### config.mk
export PLATFORM = sky130hd
export DESIGN_NAME = rotc_unit
export DESIGN_NICKNAME = d
export VERILOG_FILES = /design/src/rtl/rotc_pkg.sv /design/src/rtl/rotc_ctrl.sv /design/src/rtl/rotc_dp.sv /design/src/rtl/rotc_unit.sv
export SDC_FILE = /design/constraint.sdc
export NUM_CORES = 1
export LEC_CHECK = 0
export BUFFER_PORTS_ARGS = -buffer_cell sky130_fd_sc_hd__buf_4
export CAP_MARGIN = 0
export CORE_ASPECT_RATIO = 0.7
export CORE_MARGIN = 2
export CORE_UTILIZATION = 45
export CTS_CLUSTER_SIZE = 10
export DETAILED_ROUTE_END_ITERATION = 16
export HOLD_SLACK_MARGIN = 0.12
export PLACE_DENSITY = 0.77
export SYNTH_ARGS = -nofsm -noshare
export SYNTH_HDL_FRONTEND = slang
export SYNTH_SLANG_ARGS = --single-unit
### constraint.sdc
create_clock -name clk -period 0.8 [get_ports clk]
set_input_delay 0.08 -clock clk [delete_from_list [all_inputs] [get_ports clk]]
set_output_delay 0.08 -clock clk [all_outputs]
set_load 0.03 [all_outputs]
### src/rtl/rotc_pkg.sv
package rotc_pkg;
  typedef struct packed {
    logic load;
    logic clear;
  } rotcStb_t;
endpackage

### src/rtl/rotc_ctrl.sv
module rotc_ctrl
  import rotc_pkg::*;
(
  input  logic     clk,
  input  logic     rstN,
  input  logic     inValid,
  output rotcStb_t stb,
  output logic     outValid
);
  always_comb begin
    stb.clear = !rstN;
    stb.load  = rstN && inValid;
  end

  always_ff @(posedge clk) begin
    if (!rstN) outValid <= 1'b0;
    else       outValid <= inValid;
  end

  assert_valid_follows_R8: assert property (@(posedge clk) disable iff (!rstN)
    inValid |=> outValid);
  assert_valid_pulse_R8: assert property (@(posedge clk) disable iff (!rstN)
    !inValid |=> !outValid);
endmodule

### src/rtl/rotc_dp.sv
module rotc_dp
  import rotc_pkg::*;
#(
  parameter int DATA_W = 16
) (
  input  logic              clk,
  input  logic              rstN,
  input  rotcStb_t          stb,
  input  logic              byteMode,
  input  logic [DATA_W-1:0] operand,
  input  logic              carryIn,
  input  logic [2:0]        modeIn,
  output logic [DATA_W-1:0] result,
  output logic              flagN,
  output logic              flagZ,
  output logic              flagC,
  output logic              flagV,
  output logic [2:0]        modeOut
);
  localparam int HALF_W = DATA_W / 2;
  localparam logic [DATA_W-1:0] WORD_LO = DATA_W'(1) << (DATA_W - 2);
  localparam logic [DATA_W-1:0] WORD_HI = DATA_W'(3) << (DATA_W - 2);
  localparam logic [HALF_W-1:0] BYTE_LO = HALF_W'(1) << (HALF_W - 2);
  localparam logic [HALF_W-1:0] BYTE_HI = HALF_W'(3) << (HALF_W - 2);

  logic [HALF_W-1:0] lowByte;
  logic [DATA_W-1:0] wideRes, narrowRes, nextRes;
  logic              nextN, nextZ, nextC, nextV;
  logic              wordV, byteV;
  logic              sizeReg;

  always_comb begin
    lowByte   = operand[HALF_W-1:0];
    wideRes   = {operand[DATA_W-2:0], carryIn};
    narrowRes = {{HALF_W{1'b0}}, lowByte[HALF_W-2:0], carryIn};
    wordV     = (operand >= WORD_LO) && (operand < WORD_HI);
    byteV     = (lowByte >= BYTE_LO) && (lowByte < BYTE_HI);
    if (byteMode) begin
      nextRes = narrowRes;
      nextC   = lowByte[HALF_W-1];
      nextN   = narrowRes[HALF_W-1];
      nextZ   = (narrowRes[HALF_W-1:0] == '0);
      nextV   = byteV;
    end else begin
      nextRes = wideRes;
      nextC   = operand[DATA_W-1];
      nextN   = wideRes[DATA_W-1];
      nextZ   = (wideRes == '0);
      nextV   = wordV;
    end
  end

  always_ff @(posedge clk) begin
    if (stb.clear) begin
      result  <= '0;
      flagN   <= 1'b0;
      flagZ   <= 1'b0;
      flagC   <= 1'b0;
      flagV   <= 1'b0;
      modeOut <= '0;
      sizeReg <= 1'b0;
    end else if (stb.load) begin
      result  <= nextRes;
      flagN   <= nextN;
      flagZ   <= nextZ;
      flagC   <= nextC;
      flagV   <= nextV;
      modeOut <= modeIn;
      sizeReg <= byteMode;
    end
  end

  assert_upper_zero_R1: assert property (@(posedge clk) disable iff (!rstN)
    sizeReg |-> (result[DATA_W-1:HALF_W] == '0));
  assert_carry_src_R2: assert property (@(posedge clk) disable iff (!rstN)
    stb.load |=> flagC == ($past(byteMode) ? $past(operand[HALF_W-1]) : $past(operand[DATA_W-1])));
  assert_sign_R3: assert property (@(posedge clk) disable iff (!rstN)
    $past(stb.load) |-> flagN == (sizeReg ? result[HALF_W-1] : result[DATA_W-1]));
  assert_zero_R4: assert property (@(posedge clk) disable iff (!rstN)
    $past(stb.load) |-> flagZ == (sizeReg ? (result[HALF_W-1:0] == '0) : (result == '0)));
  assert_mode_pass_R7: assert property (@(posedge clk) disable iff (!rstN)
    stb.load |=> modeOut == $past(modeIn));
  assert_hold_R8: assert property (@(posedge clk) disable iff (!rstN)
    !stb.load |=> $stable(result) && $stable(flagV) && $stable(flagC) && $stable(modeOut));
  assert_v_xor_R10: assert property (@(posedge clk) disable iff (!rstN)
    stb.load |=> flagV == ($past(byteMode)
      ? ($past(operand[HALF_W-1]) ^ $past(operand[HALF_W-2]))
      : ($past(operand[DATA_W-1]) ^ $past(operand[DATA_W-2]))));
endmodule

### src/rtl/rotc_unit.sv
module rotc_unit
  import rotc_pkg::*;
#(
  parameter int DATA_W = 16
) (
  input  logic              clk,
  input  logic              rstN,
  input  logic              inValid,
  input  logic              byteMode,
  input  logic [DATA_W-1:0] operand,
  input  logic              carryIn,
  input  logic [2:0]        modeIn,
  output logic              outValid,
  output logic [DATA_W-1:0] result,
  output logic              flagN,
  output logic              flagZ,
  output logic              flagC,
  output logic              flagV,
  output logic [2:0]        modeOut
);
  rotcStb_t stb;

  rotc_ctrl uCtrl (
    .clk      (clk),
    .rstN     (rstN),
    .inValid  (inValid),
    .stb      (stb),
    .outValid (outValid)
  );

  rotc_dp #(.DATA_W(DATA_W)) uDp (
    .clk      (clk),
    .rstN     (rstN),
    .stb      (stb),
    .byteMode (byteMode),
    .operand  (operand),
    .carryIn  (carryIn),
    .modeIn   (modeIn),
    .result   (result),
    .flagN    (flagN),
    .flagZ    (flagZ),
    .flagC    (flagC),
    .flagV    (flagV),
    .modeOut  (modeOut)
  );
endmodule

======== Word level (Yosys, flattened, before mapping) ========
Cells that the tools add are included.
word-level totals
  flip-flop bits (word level) ............. 24
  input port bits ......................... 24
cells by class
  magnitude comparators ................... 4
  muxes and demuxes ....................... 5
  reduce and logical (&&, ||, !) cells .... 5
operator list
  cell                                                                     count
  16-bit by 15-bit >= comparator with 1-bit output, second input constant  1
  16-bit logical NOT                                                       1
  16-bit < comparator, second input constant                               1
  16-bit 2-to-1 mux                                                        1
  8-bit by 7-bit >= comparator with 1-bit output, second input constant    1
  8-bit logical NOT                                                        1
  8-bit < comparator, second input constant                                1
  1-bit 2-to-1 mux                                                         4
  1-bit logical AND                                                        3

======== Longest topological paths before layout ========
  depth after elaboration ................. 3
  mapped depth ............................ 4
  depth with buffers taken out ............ 3

======== Hierarchy ========
From an unflattened synthesis, not the netlist that was laid out.
unflattened totals
  cell total of the unflattened synthesis .. 100
  area, all modules ....................... 968.4 sq um
modules (own cells, without submodules)
  module     instances  cells each  area each (sq um)
  rotc_dp    1          96          932.1
  rotc_ctrl  1          4           36.3

======== Least setup slack after synthesis ========
OpenSTA, ideal clock, no wires.
  path kind ............................... reg-to-reg
  start point ............................. reg, netlist name uDp.flagV
  end point ............................... reg uDp.flagV
  library setup time ...................... 117 ps
  data arrival time ....................... 755 ps
  setup slack ............................. -72 ps
  cell stages (with the launch flop) ...... 3
  path through ............................ dfxtp_1 > nor2b_1 > a22o_1
RTL lines
  what                  RTL line       text
  end signal, assigned  rotc_dp.sv:67  flagV <= nextV;
  end, declared         rotc_dp.sv:17  output logic flagV,

======== Worst setup path after layout ========
  start point ............................. reg uDp.result[7]
  end point ............................... out result[7]
RTL lines
  what                    RTL line         text
  start, declared         rotc_dp.sv:13    output logic [DATA_W-1:0] result,
  start signal, assigned  rotc_dp.sv:63    result <= nextRes;
  end, declared           rotc_unit.sv:14  output logic [DATA_W-1:0] result,
No word-level cell between the ends.

==> flow_summary_export.csv <==
group,metric,value,unit
power_and_ir_drop,pwr-share-comb,23.2,%
clock_network,path_clk_slew,0.13,ns
power_and_ir_drop,p_switching,708,uW
layout,area_delta_synth_final,66.6,%
timing,finClkSkew,0,ns
synthesis,synth_top_area_share,45.6,%
detailed_routing,drt_iter0_drc,13,
detailed_routing,wl_met3,184,um
clock_network,cts-htree-levels,1,
synthesis,ys_ff_latch,24,
setup_path,max_stage_delay,0.36,ns
placement,dp.final_hpwl,1780,um
layout,final_nets,186,
layout,antenna_cells,0,
setup_path,cp_num_buf_inv,1,
status,outcome,"complete, but fails checks",
timing,final-setup-viol-count,24,
grt,grtUsageTotal,20.1,%
synthesis,synthCells,97,
grt,grt-ovfl-total,0,
layout,multi_input_area,527,um2
timing,layout_min_cycle_time,0.890,ns
synthesis,syn-num-nets,121,
synthesis,yosys.area_share.adder,0,%
power_and_ir_drop,seqPwrFrac,46.2,%
setup_path,r2r_end,"uDp.result[8]",
layout,seq_area,510,um2
synthesis,async_flop_share,0,%
detailed_routing,drt-met1-wl,1080,um
setup_path,critPathSlowestCell,"dfxtp_2",
die,rows,14,
detailed_routing,drt_first_pass_iters,4,
hold_path,hp-class,"in -> reg",
layout,fillers,145,
setup_path,crit_required,0.72,ns
setup_path,cp.arrival,0.81,ns
synthesis,synth_ff_type,"dfxtp_1",
synthesis,syn_area,1050,um2
status,violations,"negative setup slack",
setup_path,cp-start-kind,"flop",
hold_path,hold_depth,3,
setup_path,crit_cells,1,
setup_path,endpoint_kind,"output port",
detailed_routing,ant_nets,0,
placement,port_buffers,47,
detailed_routing,met2_length,1240,um
setup_path,reg2reg_slack,0.03,ns
die,die_w,61.8,um
synthesis,netlist-cell-type-count,24,
clock_network,cts_hold_buf,10,
clock_network,cts_sinks,24,
setup_path,regToRegStartpoint,"uDp.result[8]",
synthesis,ys_warn_count,0,
power_and_ir_drop,intPower,2.13,mW
setup_path,worstSetupPathType,"reg -> out",
detailed_routing,wl,2530,um
timing,max_freq,1120,MHz
grt,antenna_found_initial,0,
layout,finalInstanceArea,1760,um2
timing,maxSlewViolCount,0,
layout,layout_common_cells,"buf_4, buf_6, dfxtp_2",
timing,finalHoldViolCount,0,
synthesis,synth_mux_area_share,13.3,%
synthesis,synth-simple-area-share,24.6,%
power_and_ir_drop,p_per_area,1620,nW/um2
clock_network,cts_made_buffers,3,
die,start_util,48.1,%
layout,layout_commonest_cell,"buf_4",
placement,routabilityCongestion,0.836,
layout,drive_above_1_share,59.0,%
flow_run,cap_viol_max_count,0,
synthesis,syn_area_per_cell,10.9,um2
synthesis,synthXorXnorAreaFrac,1.66,%
hold_path,hold_end,"uDp.result[0]",
timing,holdWs,0.0247,ns
detailed_routing,wl_per_cell,13.1,um
timing,post-route-period-util,111,%
timing,finalSetupTns,-1.90,ns
detailed_routing,vias,951,
detailed_routing,post-route-drc-count,0,
synthesis,synth_top_family_by_area,"simple AND/OR/NAND/NOR gates",
synthesis,seq_area_frac_synth,45.6,%
synthesis,synth_top_area_cell,"dfxtp_1",
power_and_ir_drop,power.leakage,0.799,nW
synthesis,synth_compound_area_share,10.5,%
power_and_ir_drop,peakVddDrop,1220,uV
power_and_ir_drop,pwr-share-clk,30.6,%
setup_path,critPathMaxFanout,2,
setup_path,path_cells,"buf_6",
die,num_io_pins,48,
power_and_ir_drop,switching_share,24.9,%
grt,grt_pass1_wl,4020,um
placement,placed_cell_area,1480,um2
timing,fin_ws,-0.0901,ns
clock_network,cts_root_buffer,"clkbuf_4",
timing,worst_pin_slew,0.341,ns
clock_network,cts_tree,"done",
die,dieArea,2750,um2
detailed_routing,routed.top_layer,"met4",
synthesis,synth_enable_flop_cells,0,
hold_path,hp-start,"carryIn",
detailed_routing,viasPerCell,4.93,
clock_network,clock_latency,0.32,ns
clock_network,max-clock-path-buffers,2,
die,die_h,44.5,um
grt,grt_pass1_vias,929,
synthesis,synthTopCellsByArea,"dfxtp_1, mux2i_1, nor2b_1",
timing,rsz0062_at_grt,"true",
setup_path,path_delay_family,"flip-flops",
timing,relSlewSlack,77.0,%
setup_path,rr_worst_depth,3,
grt,grt_start_max_net_pins,15,
die,coreArea,2190,um2
[sequential cells by signal, summed over array words and instances, names as in the netlist]
register,count
uDp.flagN,1
uDp.flagV,1
uDp.modeOut,3
uDp.flagZ,1
uCtrl.outValid,1
uDp.result,16
uDp.flagC,1
[cell usage after synthesis, drive strengths merged (2+ instances only)]
cell	instances
a21boi	5
a21oi	5
buf	4
clkbuf	2
dfxtp	24
mux2i	14
nand2b	5
nand3b	6
nor2b	18
nor4	4
o21ai	2
xnor2	2
[logic make-up (layout without fill, tap and decap cells)]
family / count (synthesis) / after routing
AO/OA/AOI/OAI: 14 / 14
XOR/XNOR: 2 / 2
buffers and inverters: 6 / 70
flip-flops: 24 / 24
multiplexers: 14 / 14
AND/OR/NAND/NOR: 37 / 37
[repair_timing]
item / 4_1_cts / 5_1_grt
endpoints found under the hold margin: 20 / 11
setup endpoints to repair: 24 / 34
cloned: 0 / 0
pin swaps: 0 / 1
gates resized for setup: 44 / 1
buffers inserted: 1 / 0
[how the worst max path moves through the flow]
stage | startpoint | endpoint | slack [ns]
after floorplan | uDp.flagV | uDp.flagV | -0.01
after global placement | carryIn | uDp.flagZ | -0.08
after detailed placement | operand[13] | uDp.flagZ | -0.09
after CTS | uDp.result[3] | result[3] | -0.1
after global routing | uDp.result[7] | result[7] | -0.13
final | uDp.result[7] | result[7] | -0.09
[per-layer routing]
layer / up-vias / GRT usage (%)
li1: 461 / -
met1: 442 / 23.8
met2: 44 / 34.9
met3: 4 / 7.60
met4: 0 / 3.83
met5: - / 0
[stage by stage]
stage / util [%] / instances / power [mW] / worst slack, ns
floorplan: - / 97 / 1.63 / -0.0144
global placement: 67.5 / 178 / 1.88 / -0.0757
detailed placement: 67.5 / 178 / 1.89 / -0.0878
CTS: 80.1 / 193 / 2.86 / -0.0992
global route: 80.2 / 193 / 2.96 / -0.134
finish: 80.2 / 193 / 2.84 / -0.0901
[area by class of cell]
| cell class | instances | area share [%] |
|---|---|---|
| timing repair buffer | 66 | 35.6 |
| multi-input combinational | 67 | 30.0 |
| sequential | 24 | 29.1 |
| tap | 32 | 2.28 |
| clock inverter | 1 | 1.71 |
| clock buffer | 3 | 1.28 |
[power groups by stage]
stage / registers (mW) / clock network [mW] / logic (mW)
after floorplan: 1.44 / 0 / 0.195
after global placement: 1.31 / 0 / 0.564
after detailed placement: 1.32 / 0 / 0.573
after CTS: 1.31 / 0.888 / 0.656
after global routing: 1.32 / 0.941 / 0.699
final: 1.31 / 0.870 / 0.658
(Power assumes the default switching activity.)
